File: src/rtl/lc_pkg.sv
package lc_pkg;

   typedef enum logic [1:0] {
      LC_RAM_RD   = 2'b00,
      LC_ROM_ARM  = 2'b01,
      LC_ROM_ONLY = 2'b10,
      LC_RAM_ARM  = 2'b11
   } lc_mode_e;

   typedef struct packed {
      logic bank2;
      logic rd_en;
      logic wr_en;
      logic pre;
   } lc_state_t;

   function automatic logic mode_reads_ram(lc_mode_e m);
      return (m == LC_RAM_RD) || (m == LC_RAM_ARM);
   endfunction

endpackage

File: src/rtl/lc_sw_decode.sv
module lc_sw_decode
   import lc_pkg::*;
#(
   parameter int          ADDR_W  = 16,
   parameter logic [7:0]  IO_PAGE = 8'hC0,
   parameter logic [7:0]  SW_BASE = 8'h80
) (
   input  logic              acc_valid,
   input  logic [ADDR_W-1:0] acc_addr,
   output logic              sw_hit,
   output lc_mode_e          sw_mode,
   output logic              sw_bank2
);
   localparam int PAGE_LSB = ADDR_W - 8;

   logic mirror_bit_unused;
   assign mirror_bit_unused = acc_addr[2];

   assign sw_hit   = acc_valid
                   && (acc_addr[ADDR_W-1:PAGE_LSB] == IO_PAGE)
                   && (acc_addr[PAGE_LSB-1:4] == SW_BASE[7:4]);
   assign sw_mode  = lc_mode_e'(acc_addr[1:0]);
   assign sw_bank2 = ~acc_addr[3];
endmodule

File: src/rtl/lc_bank_state.sv
module lc_bank_state
   import lc_pkg::*;
(
   input  logic      clk,
   input  logic      rst_n,
   input  logic      sw_hit,
   input  logic      sw_write,
   input  lc_mode_e  sw_mode,
   input  logic      sw_bank2,
   output lc_state_t state_q
);
   lc_state_t state_d;
   logic      odd_sel;

   assign odd_sel = sw_mode[0];

   always_comb begin
      state_d = state_q;
      if (sw_hit) begin
         state_d.bank2 = sw_bank2;
         state_d.rd_en = mode_reads_ram(sw_mode);
         if (!odd_sel) begin
            state_d.wr_en = 1'b0;
            state_d.pre   = 1'b0;
         end else if (!sw_write) begin
            state_d.wr_en = state_q.pre;
            state_d.pre   = 1'b1;
         end else begin
            state_d.pre   = 1'b0;
         end
      end
   end

   always_ff @(posedge clk or negedge rst_n) begin
      if (!rst_n) state_q <= '0;
      else        state_q <= state_d;
   end
endmodule

File: src/rtl/lc_region_map.sv
module lc_region_map
   import lc_pkg::*;
#(
   parameter logic [3:0] D_NIBBLE = 4'hD
) (
   input  logic       acc_valid,
   input  logic       acc_we,
   input  logic [3:0] addr_top,
   input  logic       alt_set,
   input  lc_state_t  state_q,
   output logic       rom_sel,
   output logic       ram_rd,
   output logic       ram_wr_en,
   output logic [1:0] ram_bank
);
   logic in_d, in_ef, in_card;

   assign in_d    = (addr_top == D_NIBBLE);
   assign in_ef   = (addr_top[3:1] == 3'b111);
   assign in_card = acc_valid && (in_d || in_ef);

   assign rom_sel   = in_card && !acc_we && !state_q.rd_en;
   assign ram_rd    = in_card && !acc_we &&  state_q.rd_en;
   assign ram_wr_en = in_card &&  acc_we &&  state_q.wr_en;
   assign ram_bank  = in_card ? {alt_set, in_d && state_q.bank2} : 2'b00;
endmodule

File: src/rtl/lang_card_ctl.sv
module lang_card_ctl
   import lc_pkg::*;
#(
   parameter int         ADDR_W    = 16,
   parameter int         DATA_W    = 8,
   parameter logic [7:0] IO_PAGE   = 8'hC0,
   parameter logic [7:0] SW_BASE   = 8'h80,
   parameter logic [7:0] ST_BANK   = 8'h11,
   parameter logic [7:0] ST_RDRAM  = 8'h12,
   parameter bit         STATUS_EN = 1'b1
) (
   input  logic              clk,
   input  logic              rst_n,
   input  logic              acc_valid,
   input  logic              acc_we,
   input  logic [ADDR_W-1:0] acc_addr,
   input  logic              alt_set,
   output logic              rom_sel,
   output logic              ram_rd,
   output logic              ram_wr_en,
   output logic [1:0]        ram_bank,
   output logic              stat_hit,
   output logic [DATA_W-1:0] stat_data
);
   localparam int PAGE_LSB = ADDR_W - 8;
   localparam int FLAG_BIT = DATA_W - 1;

   generate
      if (ADDR_W != 16) begin : g_bad_addr
         $error("lang_card_ctl: ADDR_W must be 16");
      end
      if (DATA_W < 1) begin : g_bad_data
         $error("lang_card_ctl: DATA_W must be positive");
      end
   endgenerate

   logic      sw_hit, sw_bank2;
   lc_mode_e  sw_mode;
   lc_state_t state_q;

   lc_sw_decode #(.ADDR_W(ADDR_W), .IO_PAGE(IO_PAGE), .SW_BASE(SW_BASE)) u_dec (
      .acc_valid (acc_valid),
      .acc_addr  (acc_addr),
      .sw_hit    (sw_hit),
      .sw_mode   (sw_mode),
      .sw_bank2  (sw_bank2)
   );

   lc_bank_state u_state (
      .clk      (clk),
      .rst_n    (rst_n),
      .sw_hit   (sw_hit),
      .sw_write (acc_we),
      .sw_mode  (sw_mode),
      .sw_bank2 (sw_bank2),
      .state_q  (state_q)
   );

   lc_region_map u_map (
      .acc_valid (acc_valid),
      .acc_we    (acc_we),
      .addr_top  (acc_addr[ADDR_W-1:ADDR_W-4]),
      .alt_set   (alt_set),
      .state_q   (state_q),
      .rom_sel   (rom_sel),
      .ram_rd    (ram_rd),
      .ram_wr_en (ram_wr_en),
      .ram_bank  (ram_bank)
   );

   generate
      if (STATUS_EN) begin : g_status
         logic io_rd, hit_bank, hit_rd;
         assign io_rd    = acc_valid && !acc_we
                         && (acc_addr[ADDR_W-1:PAGE_LSB] == IO_PAGE);
         assign hit_bank = io_rd && (acc_addr[PAGE_LSB-1:0] == ST_BANK);
         assign hit_rd   = io_rd && (acc_addr[PAGE_LSB-1:0] == ST_RDRAM);
         assign stat_hit = hit_bank || hit_rd;
         always_comb begin
            stat_data = '0;
            stat_data[FLAG_BIT] = (hit_bank && state_q.bank2)
                               || (hit_rd && state_q.rd_en);
         end
      end else begin : g_no_status
         assign stat_hit  = 1'b0;
         assign stat_data = '0;
      end
   endgenerate
endmodule

File: config.mk
export PLATFORM = sky130hd
export DESIGN_NAME = lang_card_ctl
export DESIGN_NICKNAME = d
export VERILOG_FILES = /design/src/rtl/lc_pkg.sv /design/src/rtl/lc_sw_decode.sv /design/src/rtl/lc_bank_state.sv /design/src/rtl/lc_region_map.sv /design/src/rtl/lang_card_ctl.sv
export SDC_FILE = /design/constraint.sdc
export NUM_CORES = 1
export LEC_CHECK = 0
export ABC_AREA = 1
export CORE_MARGIN = 5
export CORE_UTILIZATION = 35
export DETAILED_ROUTE_END_ITERATION = 6
export GPL_TIMING_DRIVEN = 0
export PLACE_DENSITY = 0.77
export REMOVE_ABC_BUFFERS = 1
export SETUP_SLACK_MARGIN = 0.02
export SYNTH_ARGS = -nofsm -noshare
export SYNTH_HDL_FRONTEND = slang
export SYNTH_SLANG_ARGS = --single-unit
File: constraint.sdc
create_clock -name clk -period 1.5 [get_ports clk]
set_input_delay 0.3 -clock clk [delete_from_list [all_inputs] [get_ports clk]]
set_output_delay 0.3 -clock clk [all_outputs]
set_load 0.05 [all_outputs]
Word-level counts from Yosys, hierarchy flattened
Index checks and enable logic that the tools add are counted.

Output and inout bits: 14. Bits in registers: 4. Bits of input ports: 21. Logic and storage cells: 40.

Reductions and logical operators: 23. Equal/unequal tests: 8. Bitwise operators: 1. Multiplexer cells: 4.

Operator list (count): == test 8 x 5 -> 1 bit, second input constant (2); logical AND 1 bit (15); == test 4 bit, second input constant (2); == test 8 bit, second input constant (1); logical OR 1 bit (4); 2-to-1 mux 2 bit (2); == test 3 bit, second input constant (1); == test 2 bit, second input constant (1); logical NOT 1 bit (2); logical NOT 2 bit (1); 2-to-1 mux 1 bit (2); inequality test 2 bit, second input constant (1); AND reduction 2 bit (1); NOT 1 bit (1).

Longest topological paths before layout
Gate-level depths: netlist of the first run.

Word-level depth: 6. Gate-level depth with buffers: 7. Gate-level depth less buffers: 7.

Cells and area by module
Synthesis of the first run repeated with hierarchy kept, for this count alone.

Cells, all modules: 94. Area total of the unflattened synthesis: 496.7 sq um.

Modules (own cells, without submodules): lc_bank_state (times used 1, area an instance 180.2 sq um, cells an instance 24, sequential area each 100.1 sq um); lang_card_ctl (times used 1, area an instance 165.2 sq um, cells an instance 34, sequential area each 0.0 sq um); lc_sw_decode (times used 1, area an instance 78.8 sq um, cells an instance 18, sequential area each 0.0 sq um); lc_region_map (times used 1, area an instance 72.6 sq um, cells an instance 18, sequential area each 0.0 sq um).

Worst setup path after synthesis of the first run
No wires, ideal clock.

Path type: input to output. Start point: in acc_addr[14]. End point: out ram_bank[0]. Required time: 1.200 ns. Path slack: 0.011 ns. Stages: 4. Buffers on the path: 0. Data arrival time: 1.189 ns. Cells stage by stage: nand2_1 > inv_2 > nand3_1 > nor2_1.

Cells in the longest elaborated chain, start to end: 4. Elaborated cells between the ends (all ways): 6. Those cells by class: eq/ne (2); mux (1); reduce/logical (3).

RTL lines: from (decl) (RTL line lang_card_ctl.sv:16) `input logic [ADDR_W-1:0] acc_addr,`; == test 4 bit / == test 3 bit (equally long branches) (RTL line lc_region_map.sv:18, lc_region_map.sv:19); logical OR 1 bit (RTL line lc_region_map.sv:20) `assign in_card = acc_valid && (in_d || in_ef);`; logical AND 1 bit (RTL line lc_region_map.sv:20); 2-to-1 mux 2 bit (*) (RTL line lc_region_map.sv:25) `assign ram_bank = in_card ? {alt_set, in_d && state_q.bank2} : 2'b00;`; to (decl) (RTL line lang_card_ctl.sv:21) `output logic [1:0] ram_bank,`.

Mark *: on every way between the ends. The rest lies on a longest branch, timed or not.

Worst setup path after layout of the first run
Start point: in acc_addr[0]. End point: out stat_data[7].

Cells in the longest elaborated chain, start to end: 4. Elaborated cells between the ends (all ways): 7. Those cells by class: eq/ne (2); reduce/logical (5).

RTL lines: == test 8 x 5 -> 1 bit (on tied branches) (RTL line lang_card_ctl.sv:76, lang_card_ctl.sv:77); logical AND 1 bit (on tied branches) (RTL line lang_card_ctl.sv:76, lang_card_ctl.sv:77); logical AND 1 bit (on tied branches) (RTL line lang_card_ctl.sv:81, lang_card_ctl.sv:82); logical OR 1 bit (*) (RTL line lang_card_ctl.sv:82) `|| (hit_rd && state_q.rd_en);`; to (decl) (RTL line lang_card_ctl.sv:23) `output logic [DATA_W-1:0] stat_data`.

Marks and branches as above.

==> impl_results.md, run 1 <==
* Critical Path Fanout Max at 3
* Count of cell types in the netlist at 17
* Max FFs per register at 4
* Number of hold buffers added after CTS at 0
* H-tree levels at 1
* Largest net degree at the start of global routing at 5
* Fillcell total at 122
* Worst Path Required at 1200 ps
* Die width at 47.9 um
* Pleak at 0.447 nW
* Sequential share of the synthesized area at 19.9%
* Most flops, register: u_state.state_q
* Setup slack after layout at 31.6 ps
* Max Clk Rate at 0.681 GHz
* HPWL Detailed at 1140 um
* CTS tree: yes
* Multi-input logic area at 373 um2
* GPL Wtd Cong at 0.812
* Nets at 146
* Clock transition at path regs at 30 ps
* Root Buffer: clkbuf_4
* ANT cells at 0
* Max_cap viols at 0
* Most frequent cells in the layout: nand2_1, buf_4, nor2_1
* Tmin final at 1470 ps
* Storage element area at 100 um2
* Synth Area per Inst at 6.21 um2
* Post-synth top area share at 19.9%
* Post-synthesis instance total at 81
* Port buffer count at 27
* Maximum vdd ir drop at 0.000442 V
* Power Density at 468 mW/mm2
* Dominant cells by area after synthesis: dfrtp_1, nand2_1, nor2_1, buf_4, inv_1
* RSZ-0062 raised after global routing: true
* Die height at 47.9 um
* Core area at 0.00133 mm2
* GR Util All Layers at 14.9%
* DRC viols at 0
* Iteration-0 DRC Markers at 3
* P&R area growth vs syn at 64.4%
* Setup CP Type: input port to primary output
* Drt wl/cell at 11.7 um
* Hold Vio Cnt, Final at 0
* Startpoint types: input port
* Initial antenna violation count at 0
* Worst path slowest cell: buf_6
* Most common cell after layout, fill and taps aside: nand2_1
* CP peak stage delay at 160 ps
* Hold/Removal Path Class: input port to asynchronous set/reset pin
* # clock sinks at 4
* Tcrit/Tclk final at 97.9%
* Synth warnings at 0
* Initial cell density of the core at 37.7%
* Max clock buf depth at 2
* Final setup fails at 0
* Final hold slack at 273 ps
* Fraction of layout cells with a size suffix above 1 at 50.4%
* 1st-pass router iterations at 2
* First-pass GRT wire length at 2380 um
* Final ANT Viol Nets at 0
* Setup_tns at 0 ps
* Final Skew at 0.0239 ps
* Avg Vias per Cell at 4.57
* Cell accounting for the most synthesized area: dfrtp_1
* Crit path cell chain: buf_2 -> inv_2 -> ha_4 -> nand2_2 -> nor2_2 -> nand4_1 -> nand2_1 -> buf_6
* CP Capture Type: primary output
* Total routed wirelength at 1590 um
* Via count at 621
* IO Pins at 35
* Biggest regs: u_state.state_q (4)
* Status: finished clean
* Seq cells post-synth at 4
* Mapped cell area at 503 um2
* Slew Limit Fails at 0
* Total CTS buffers at 3
* Cell row count at 13
* Full die area at 0.00230 mm2
* Grt total ovfl at 0
* Pre-CTS setup slack at -989 ps
* Worst EP arrival at 1170 ps
* Worst-skew pair later-pin latency at 220 ps
* Vias in the first global route at 616
==> metrics by stage <==
stage          instances  utilization [%]  power, mW  instance area, um2
2_1_floorplan         80                -      0.185                 473
3_3_place_gp         122             57.1      0.252                 762
3_5_place_dp         122             57.1      0.254                 762
4_1_cts              134             62.5      0.389                 833
5_1_grt              136             62.0      0.422                 827
6_report             136             62.0      0.387                 827
==> report_power, final <==
part           switching, mW  total (mW)  internal, mW
clock                 0.0342       0.123        0.0888
combinational          0.101       0.155        0.0543
sequential          0.000320       0.109         0.109
total                  0.135       0.387         0.252
==> critical path: cells and delay by family <==
kind	cells	cell delay [ps]
fa+ha+maj	1	120
simple gates	4	380
buf+inv	3	360
==> Yosys cell counts, drive strengths merged <==
master and number:
nand2 20, nor2 19, inv 15, buf 7, nand3 5, nand4 5, dfrtp 4, ha 2
conb 1, nand3b 1, nor3 1, o21a 1
==> what timing repair did <==
item	4_1_cts	5_1_grt
endpoints found under the hold margin	0	0
cloned	0	0
gates resized for setup	102	24
setup endpoints to repair	7	6
pin swaps	18	15
setup buffers	9	2
==> layout make-up <==
cell class / count / share of cell area (%)
Clock buffer: 3 / 2.72
Inverter: 15 / 6.81
Tap cell: 15 / 2.27
Sequential cell: 4 / 12.1
Timing Repair Buffer: 38 / 31.0
Multi-Input combinational cell: 61 / 45.1
==> path summary, 6_finish.rpt <==
| path | startpoint | to | slack (ps) | cells after the start |
|---|---|---|---|---|
| setup reg to reg | u_state.state_q[2] | u_state.state_q[2] | 860 | 2 |
| hold / removal | rst_n | u_state.state_q[1] | 270 | 1 |
| setup / recovery | acc_addr[0] | stat_data[7] | 30 | 8 |
| max in group asynchronous | rst_n | u_state.state_q[3] | 1070 | 1 |
| hold reg to reg | u_state.state_q[1] | u_state.state_q[1] | 460 | 2 |
| min in group clk | acc_addr[3] | u_state.state_q[3] | 360 | 3 |
==> routing by layer <==
layer	up-vias	global-route usage [%]	share of wire, %	wire length, um
met2	27	28.8	51	807
met1	274	14.0	35	555
met5	-	0	0	0
met3	2	5.26	13	213
li1	318	-	-	-
met4	0	5.91	1.1	18
==> kinds of logic after synthesis <==
family,Yosys count,synth area share (%)
buffers and inverters,22,21.6
DFF,4,19.9
and+or+nand+nor,51,51.2
AOI/OAI and AO/OA,1,1.49
other,1,0.746
adders and majority gates,2,4.97
Note: power is estimated with default switching activity, not from simulation.
==> inputs of run 2 (changes only) <==
- CTS_CLUSTER_DIAMETER: default -> 30
==> results of run 2 <==
No change in the layout: final DEF, timing and power equal those of run 1.
